[src/rtl/pinbank_pkg.sv]
package pinbank_pkg;

  localparam int PIN_W   = 32;
  localparam int HALF_W  = 16;
  localparam int FIELD_W = 6;

  // address map: half-bank writes, pin readback, control window
  localparam int MW_STRIDE   = 8;
  localparam int IN_BASE     = 'h060;
  localparam int IN_STRIDE   = 4;
  localparam int CTRL_BASE   = 'h200;
  localparam int CTRL_STRIDE = 'h40;
  localparam int OFS_DIR  = 'h04;
  localparam int OFS_OE   = 'h08;
  localparam int OFS_MSK  = 'h0C;
  localparam int OFS_IEN  = 'h10;
  localparam int OFS_IDIS = 'h14;
  localparam int OFS_STS  = 'h18;
  localparam int OFS_TYP  = 'h1C;
  localparam int OFS_POL  = 'h20;
  localparam int OFS_ANY  = 'h24;

  typedef struct packed {
    logic lo;
    logic hi;
    logic dir;
    logic oe;
    logic ien;
    logic idis;
    logic sts;
    logic typ;
    logic pol;
    logic any;
  } bank_wr_t;

  typedef struct packed {
    logic [PIN_W-1:0] din;
    logic [PIN_W-1:0] dir;
    logic [PIN_W-1:0] oe;
    logic [PIN_W-1:0] msk;
    logic [PIN_W-1:0] sts;
    logic [PIN_W-1:0] typ;
    logic [PIN_W-1:0] pol;
    logic [PIN_W-1:0] any;
  } bank_rd_t;

  function automatic logic [PIN_W-1:0] pin_mask(input int n);
    if (n >= PIN_W) return '1;
    return (PIN_W'(1) << n) - PIN_W'(1);
  endfunction

endpackage

[src/rtl/pinbank_sync.sv]
module pinbank_sync
  import pinbank_pkg::*;
#(
  parameter logic [PIN_W-1:0] VMASK = '1
) (
  input  logic             clk,
  input  logic             rst_n,
  input  logic [PIN_W-1:0] pad_in,
  output logic [PIN_W-1:0] lvl,
  output logic [PIN_W-1:0] lvl_prev
);

  logic [PIN_W-1:0] meta_q, lvl_q, prev_q;
  logic [PIN_W-1:0] meta_d;

  always_comb begin
    meta_d = pad_in & VMASK;
  end

  always_ff @(posedge clk or negedge rst_n) begin
    if (!rst_n) begin
      meta_q <= '0;
      lvl_q  <= '0;
      prev_q <= '0;
    end else begin
      meta_q <= meta_d;
      lvl_q  <= meta_q;
      prev_q <= lvl_q;
    end
  end

  assign lvl      = lvl_q;
  assign lvl_prev = prev_q;

endmodule

[src/rtl/pinbank_irq.sv]
module pinbank_irq
  import pinbank_pkg::*;
#(
  parameter logic [PIN_W-1:0] VMASK = '1
) (
  input  logic             clk,
  input  logic             rst_n,
  input  logic [PIN_W-1:0] lvl,
  input  logic [PIN_W-1:0] lvl_prev,
  input  logic [PIN_W-1:0] typ,
  input  logic [PIN_W-1:0] pol,
  input  logic [PIN_W-1:0] any,
  input  logic             wr_ien,
  input  logic             wr_idis,
  input  logic             wr_sts,
  input  logic [PIN_W-1:0] wdata,
  output logic [PIN_W-1:0] sts,
  output logic [PIN_W-1:0] msk,
  output logic             irq_b
);

  logic [PIN_W-1:0] sts_q, sts_d, msk_q, msk_d;
  logic [PIN_W-1:0] rise, fall, edge_hit, lvl_hit, hit, clr;
  logic             msk_en;

  always_comb begin
    rise     = lvl & ~lvl_prev;
    fall     = ~lvl & lvl_prev;
    edge_hit = (any & (rise | fall)) | (~any & ((pol & rise) | (~pol & fall)));
    lvl_hit  = (pol & lvl) | (~pol & ~lvl);
    hit      = ((typ & edge_hit) | (~typ & lvl_hit)) & VMASK;
    clr      = wr_sts ? wdata : '0;
    // a fresh detection outranks a clear in the same cycle
    sts_d    = ((sts_q & ~clr) | hit) & VMASK;
  end

  always_comb begin
    msk_en = wr_ien | wr_idis;
    msk_d  = msk_q;
    if (wr_ien)  msk_d = msk_d & ~wdata;
    if (wr_idis) msk_d = msk_d | wdata;
    msk_d  = msk_d & VMASK;
  end

  always_ff @(posedge clk or negedge rst_n) begin
    if (!rst_n) begin
      sts_q <= '0;
      msk_q <= VMASK;
    end else begin
      sts_q <= sts_d;
      if (msk_en) msk_q <= msk_d;
    end
  end

  assign sts   = sts_q;
  assign msk   = msk_q;
  assign irq_b = |(sts_q & ~msk_q);

endmodule

[src/rtl/pinbank_bank.sv]
module pinbank_bank
  import pinbank_pkg::*;
#(
  parameter logic [PIN_W-1:0] VMASK = '1
) (
  input  logic             clk,
  input  logic             rst_n,
  input  bank_wr_t         wr,
  input  logic [PIN_W-1:0] wdata,
  input  logic [PIN_W-1:0] pad_in,
  output logic [PIN_W-1:0] pad_out,
  output logic [PIN_W-1:0] pad_oe,
  output bank_rd_t         rd,
  output logic             irq_b
);

  logic [PIN_W-1:0] out_q, out_d;
  logic [PIN_W-1:0] dir_q, oe_q, typ_q, pol_q, any_q;
  logic [PIN_W-1:0] cfg_d;
  logic             out_en;
  logic [PIN_W-1:0] lvl, lvl_prev, sts, msk;

  // half-bank masked update: a clear mask bit passes the data bit
  always_comb begin
    out_en = wr.lo | wr.hi;
    out_d  = out_q;
    for (int i = 0; i < HALF_W; i++) begin
      if (wr.lo && !wdata[HALF_W+i]) out_d[i]        = wdata[i];
      if (wr.hi && !wdata[HALF_W+i]) out_d[HALF_W+i] = wdata[i];
    end
    out_d = out_d & VMASK;
  end

  always_comb begin
    cfg_d = wdata & VMASK;
  end

  always_ff @(posedge clk or negedge rst_n) begin
    if (!rst_n) begin
      out_q <= '0;
      dir_q <= '0;
      oe_q  <= '0;
      typ_q <= '0;
      pol_q <= '0;
      any_q <= '0;
    end else begin
      if (out_en) out_q <= out_d;
      if (wr.dir) dir_q <= cfg_d;
      if (wr.oe)  oe_q  <= cfg_d;
      if (wr.typ) typ_q <= cfg_d;
      if (wr.pol) pol_q <= cfg_d;
      if (wr.any) any_q <= cfg_d;
    end
  end

  pinbank_sync #(.VMASK(VMASK)) i_sync (
    .clk      (clk),
    .rst_n    (rst_n),
    .pad_in   (pad_in),
    .lvl      (lvl),
    .lvl_prev (lvl_prev)
  );

  pinbank_irq #(.VMASK(VMASK)) i_irq (
    .clk      (clk),
    .rst_n    (rst_n),
    .lvl      (lvl),
    .lvl_prev (lvl_prev),
    .typ      (typ_q),
    .pol      (pol_q),
    .any      (any_q),
    .wr_ien   (wr.ien),
    .wr_idis  (wr.idis),
    .wr_sts   (wr.sts),
    .wdata    (wdata),
    .sts      (sts),
    .msk      (msk),
    .irq_b    (irq_b)
  );

  assign pad_out = out_q;
  assign pad_oe  = dir_q & oe_q;

  assign rd.din = lvl;
  assign rd.dir = dir_q;
  assign rd.oe  = oe_q;
  assign rd.msk = msk;
  assign rd.sts = sts;
  assign rd.typ = typ_q;
  assign rd.pol = pol_q;
  assign rd.any = any_q;

endmodule

[src/rtl/pinbank_ctrl.sv]
module pinbank_ctrl
  import pinbank_pkg::*;
#(
  parameter int                            NUM_BANKS = 4,
  parameter logic [NUM_BANKS*FIELD_W-1:0]  BANK_PINS = {6'd32, 6'd32, 6'd22, 6'd32},
  parameter int                            ADDR_W    = 12
) (
  input  logic                       clk,
  input  logic                       rst_n,
  input  logic [ADDR_W-1:0]          reg_addr,
  input  logic [PIN_W-1:0]           reg_wdata,
  input  logic                       reg_we,
  output logic [PIN_W-1:0]           reg_rdata,
  input  logic [NUM_BANKS*PIN_W-1:0] pad_in,
  output logic [NUM_BANKS*PIN_W-1:0] pad_out,
  output logic [NUM_BANKS*PIN_W-1:0] pad_oe,
  output logic                       irq
);

  localparam int ALL_W = NUM_BANKS * PIN_W;

  logic [ADDR_W-1:0]    aw;
  bank_rd_t             rd_arr [NUM_BANKS];
  logic [NUM_BANKS-1:0] irq_vec;

  assign aw = {reg_addr[ADDR_W-1:2], 2'b00};

  for (genvar b = 0; b < NUM_BANKS; b++) begin : g_bank
    localparam int                NPINS = int'(BANK_PINS[b*FIELD_W +: FIELD_W]);
    localparam logic [PIN_W-1:0]  VM    = pin_mask(NPINS);
    localparam int                CB    = CTRL_BASE + CTRL_STRIDE * b;

    bank_wr_t wr_b;
    bank_rd_t rd_b;

    assign wr_b.lo   = reg_we && (aw == ADDR_W'(MW_STRIDE * b));
    assign wr_b.hi   = reg_we && (aw == ADDR_W'(MW_STRIDE * b + 4));
    assign wr_b.dir  = reg_we && (aw == ADDR_W'(CB + OFS_DIR));
    assign wr_b.oe   = reg_we && (aw == ADDR_W'(CB + OFS_OE));
    assign wr_b.ien  = reg_we && (aw == ADDR_W'(CB + OFS_IEN));
    assign wr_b.idis = reg_we && (aw == ADDR_W'(CB + OFS_IDIS));
    assign wr_b.sts  = reg_we && (aw == ADDR_W'(CB + OFS_STS));
    assign wr_b.typ  = reg_we && (aw == ADDR_W'(CB + OFS_TYP));
    assign wr_b.pol  = reg_we && (aw == ADDR_W'(CB + OFS_POL));
    assign wr_b.any  = reg_we && (aw == ADDR_W'(CB + OFS_ANY));

    pinbank_bank #(.VMASK(VM)) i_bank (
      .clk     (clk),
      .rst_n   (rst_n),
      .wr      (wr_b),
      .wdata   (reg_wdata),
      .pad_in  (pad_in[b*PIN_W +: PIN_W]),
      .pad_out (pad_out[b*PIN_W +: PIN_W]),
      .pad_oe  (pad_oe[b*PIN_W +: PIN_W]),
      .rd      (rd_b),
      .irq_b   (irq_vec[b])
    );

    assign rd_arr[b] = rd_b;
  end

  always_comb begin
    reg_rdata = '0;
    for (int b = 0; b < NUM_BANKS; b++) begin
      if (aw == ADDR_W'(IN_BASE + IN_STRIDE * b))                  reg_rdata = rd_arr[b].din;
      if (aw == ADDR_W'(CTRL_BASE + CTRL_STRIDE * b + OFS_DIR))   reg_rdata = rd_arr[b].dir;
      if (aw == ADDR_W'(CTRL_BASE + CTRL_STRIDE * b + OFS_OE))    reg_rdata = rd_arr[b].oe;
      if (aw == ADDR_W'(CTRL_BASE + CTRL_STRIDE * b + OFS_MSK))   reg_rdata = rd_arr[b].msk;
      if (aw == ADDR_W'(CTRL_BASE + CTRL_STRIDE * b + OFS_STS))   reg_rdata = rd_arr[b].sts;
      if (aw == ADDR_W'(CTRL_BASE + CTRL_STRIDE * b + OFS_TYP))   reg_rdata = rd_arr[b].typ;
      if (aw == ADDR_W'(CTRL_BASE + CTRL_STRIDE * b + OFS_POL))   reg_rdata = rd_arr[b].pol;
      if (aw == ADDR_W'(CTRL_BASE + CTRL_STRIDE * b + OFS_ANY))   reg_rdata = rd_arr[b].any;
    end
  end

  assign irq = |irq_vec;

  logic [ALL_W-1:0] unused_w;
  assign unused_w = '0;

endmodule

[config.mk]
export PLATFORM = sky130hd
export DESIGN_NAME = pinbank_ctrl
export DESIGN_NICKNAME = d
export VERILOG_FILES = /design/src/rtl/pinbank_pkg.sv /design/src/rtl/pinbank_sync.sv /design/src/rtl/pinbank_irq.sv /design/src/rtl/pinbank_bank.sv /design/src/rtl/pinbank_ctrl.sv
export SDC_FILE = /design/constraint.sdc
export NUM_CORES = 2
export LEC_CHECK = 0
export BUFFER_PORTS_ARGS = -buffer_cell sky130_fd_sc_hd__buf_2
export CORE_ASPECT_RATIO = 1.5
export CORE_MARGIN = 1.5
export CORE_UTILIZATION = 47
export CTS_CLUSTER_SIZE = 12
export DETAILED_ROUTE_END_ITERATION = 8
export PLACE_DENSITY_LB_ADDON = 0.25
export SKIP_CTS_REPAIR_TIMING = 1
export SLEW_MARGIN = 5
export SYNTH_ARGS = -nofsm -noshare
export SYNTH_HDL_FRONTEND = slang
export SYNTH_SLANG_ARGS = --single-unit
[constraint.sdc]
create_clock -name clk -period 7 [get_ports clk]
set_input_delay 1.4 -clock clk [delete_from_list [all_inputs] [get_ports clk]]
set_output_delay 1.4 -clock clk [all_outputs]
set_load 0.05 [all_outputs]
==> results.md <==
- Hold WC Path Type: flip-flop to flip-flop
- Yosys cell types: between 80 and 90
- Final setup fails: 2
- Core box area: approximately 130,000 um2
- Worst-Skew Late Latency: between 0.8 and 0.9 ns
- Multi-input logic area: 28,330 um2
- # port buffers: about 430
- Final hold vios: 0
- Synthesized-area fraction occupied by xor and xnor cells: 0.01632
- Residual DRC: 0
- Initial DRT Pass Iterations: 9
- Mux contribution to synthesized area: 0.1250
- Nets: about 6,600
- Root buf cell: clkbuf_16
- Skew final: 0.02923 ns
- Fill cell count: 11,750
- Initial antenna violation count: 32
- Post-Place Cells: 7,804
- Adder-Cell Fraction of Synth Area: 0.04625
- Crit-path max FO: 20
- Failing checks: capacitance limit, slew limit, setup timing
- Area growth syn-to-layout: 16.12%
- Power per cell area: roughly 220 nW/um2
- CTS buffer count: roughly 140
- Horiz. Die Dim: between 300 and 400 um
- Critical path required time: between 5 and 6 ns
- Final Power: roughly 16,000 uW
- Fin worst setup slack: -0.08205 ns
- Pleak: around 0.036 uW
- Final Critical Period: roughly 7 ns
- Crit Path Class: input pin to primary output
- Post-synthesis sequential area ratio: 0.5111
- Mean Syn Cell Area: approximately 11 um2
- Post-synth EDFFs: 0
- R2R depth: 6
- Initial DRC count: between 7,000 and 8,000
- Row count: roughly 170
- Post-synthesis simple-gate area fraction: 0.09285
- Total GRT Usage: 0.4115
- Setup TNS: -0.1315 ns
- Placement Setup Slack: -0.8297 ns
- Post-Syn Instances: 5,718
- DRT antenna net count: 0
- First-pass GRT wire length: ~400,000 um
- Compound-cell area share of the yosys netlist: 0.1575
- Main combinational cell family by area after synthesis: compound AO/OA/AOI/OAI gates
- Register area: between 30,000 and 40,000 um2
- Ys async rst share: 1.000
- Post-DP HPWL: 201,200 um
- Status: finished, violations left
- Data arrival time of the critical path: ~5.7 ns
- Gr ovfl total: 0
- CTS max path bufs: 3
- WHS Path Cells: 0
- Drt total wl: approximately 290,000 um
- Crit path capture type: primary output
- Slew @ Worst Pin: approximately 1.5 ns
- Fraction of layout cells with a size suffix above 1: 0.2924
- Achievable frequency: around 140 MHz
- Period utilization: 1.012
- Vias: 53,820
- Fin cells: 8,075
- Synth Warn #: 0
- Avg WL per Cell: roughly 36 um
- RSZ-0062 raised after global routing: false
- Routability cong.: ~1.0
- Via/cell ratio: ~6.7
- TritonCTS clock tree: yes
- Relative slew slack: -0.02902
- Top FF cell, synth: dfrtp_1
- H-tree Lvls: 4
- Pins over their slew limit: 2
- Die ar.: approximately 140,000 um2
- Max-cap violations: 1
- CP Launch Type: input pin
- Max IR drop VDD: between 0.0002 and 0.00025 V
- Mapped cell area: 63,840 um2
- Clock-pin slew on the worst setup and hold paths: 0.06 ns
- TritonCTS Sinks: 1,298
- Largest net degree at the start of global routing: approximately 180
- Vias in the first global route: about 52,000
- Initial Util: 0.4736
- #FFs+latches synth: 1,298
- Die Ht: about 450 um
- Ports: between 400 and 500
==> state kept, by name (all words and copies together), names as in the netlist, named ones only <==
register and count:
g_bank.i_bank.dir_q 118, g_bank.i_bank.pol_q 118, g_bank.i_bank.oe_q 118, g_bank.i_bank.pad_out 118
g_bank.i_bank.i_irq.sts 118, g_bank.i_bank.i_sync.lvl 118, g_bank.i_bank.i_sync.meta_q 118, g_bank.i_bank.any_q 118
g_bank.i_bank.i_sync.lvl_prev 118, g_bank.i_bank.typ_q 118
==> cells in the final DEF (no fill, tap or decap), drive strengths merged, types with 21 or more instances in the layout <==
cell and n:
dfrtp 1180, buf 738, mux2 708, inv 376, nand2 354, nor2 339
ha 236, a21oi 231, clkbuf 213, a221o 150, a211oi 148, a22o 135
o21ai 133, o22ai 123, and2 121, nor2b 121, xor2 118, dfstp 118
a221oi 98, nand3 87, nor3 83, a22oi 58, o221ai 44, nand4 29
a222oi 27, a31oi 24, a2111oi 23, diode 22, o211ai 22, nor4 21
==> path summary, 6_finish.rpt <==
path / start / endpoint / slack [ns]
worst min register to register: g_bank[0].i_bank.i_sync.meta_q[28] / g_bank[0].i_bank.i_sync.lvl[28] / 0.33
min in group asynchronous: rst_n / g_bank[0].i_bank.pad_out[7] / 0.61
worst max register to register: g_bank[1].i_bank.i_sync.lvl[2] / g_bank[1].i_bank.i_irq.sts[2] / 4.83
worst max-delay path: reg_addr[3] / reg_rdata[8] / -0.08
worst min-delay path: g_bank[0].i_bank.i_sync.meta_q[28] / g_bank[0].i_bank.i_sync.lvl[28] / 0.33
max in group asynchronous: rst_n / g_bank[3].i_bank.i_sync.meta_q[0] / 4.75
==> cell families (layout without fill, tap and decap cells) <==
group	count (synthesis)	after routing
buffers and inverters	792	1355
AO/OA/AOI/OAI	1354	1354
adder cells (fa/ha/maj)	236	236
other	1	42
AND/OR/NAND/NOR	1209	1209
XOR/XNOR	119	119
multiplexers	709	709
flip-flops	1298	1298
==> report_power, final <==
| group | total (uW) | switching (uW) | leakage (uW) | internal, uW |
|---|---|---|---|---|
| combinational | 985 | 698 | 0.0175 | 288 |
| clock | 7260 | 3240 | 0.00209 | 4020 |
| sequential | 7880 | 198 | 0.0162 | 7680 |
==> worst max-delay path: stages <==
cell,delay [ns]
buf_2,0.30
buf_4,0.31
nand2_1,0.44
buf_4,0.34
nor2_4,0.06
buf_4,0.26
nand2_1,0.14
buf_4,0.28
o221ai_2,0.24
nor4_4,0.47
buf_4,0.26
o21ai_0,0.37
o22ai_2,0.41
buf_4,0.19
buf_12,0.13
==> metrics by stage <==
stage | area, um2 | util | hold WS (ns)
global placement | 69720 | 0.5172 | 0.3315
finish | 74130 | 0.5499 | 0.3318
floorplan | 63920 | - | 0.3312
global route | 74090 | 0.5496 | 0.3342
CTS | 74030 | 0.5492 | 0.3314
detailed placement | 69720 | 0.5172 | 0.3347
==> routing by layer <==
metal,share of wire,track usage,wire [um],vias to the layer above
met4,0.10,0.3392,29070,16
li1,-,-,-,21640
met1,0.36,0.4872,103200,27220
met2,0.44,0.6300,125900,3773
met5,0.00031,0,90,-
met3,0.10,0.1101,28650,1183
==> final cells by class <==
cell class                      instances  share of cell area
Inverter                              369             0.01868
Tap cell                             1753             0.02959
Antenna cell                           22           0.0007426
Multi-Input combinational cell       3647              0.3822
Clock buffer                          213             0.05257
Clock inverter                         35            0.005570
Sequential cell                      1298              0.4401
Timing Repair Buffer                  738             0.07051
==> cells in the mapped netlist, drive strengths merged, types with 135 or more instances <==
master / count / area, um2
ha: 236 / 2953
a221o: 150 / 1501
nand2: 354 / 1331
a211oi: 148 / 1111
dfrtp: 1180 / 29530
buf: 210 / 1069
inv: 369 / 1385
nor2: 339 / 1306
mux2: 708 / 7973
a22o: 135 / 1182
a21oi: 231 / 1160
clkbuf: 213 / 799.5
(Power assumes the default switching activity.)
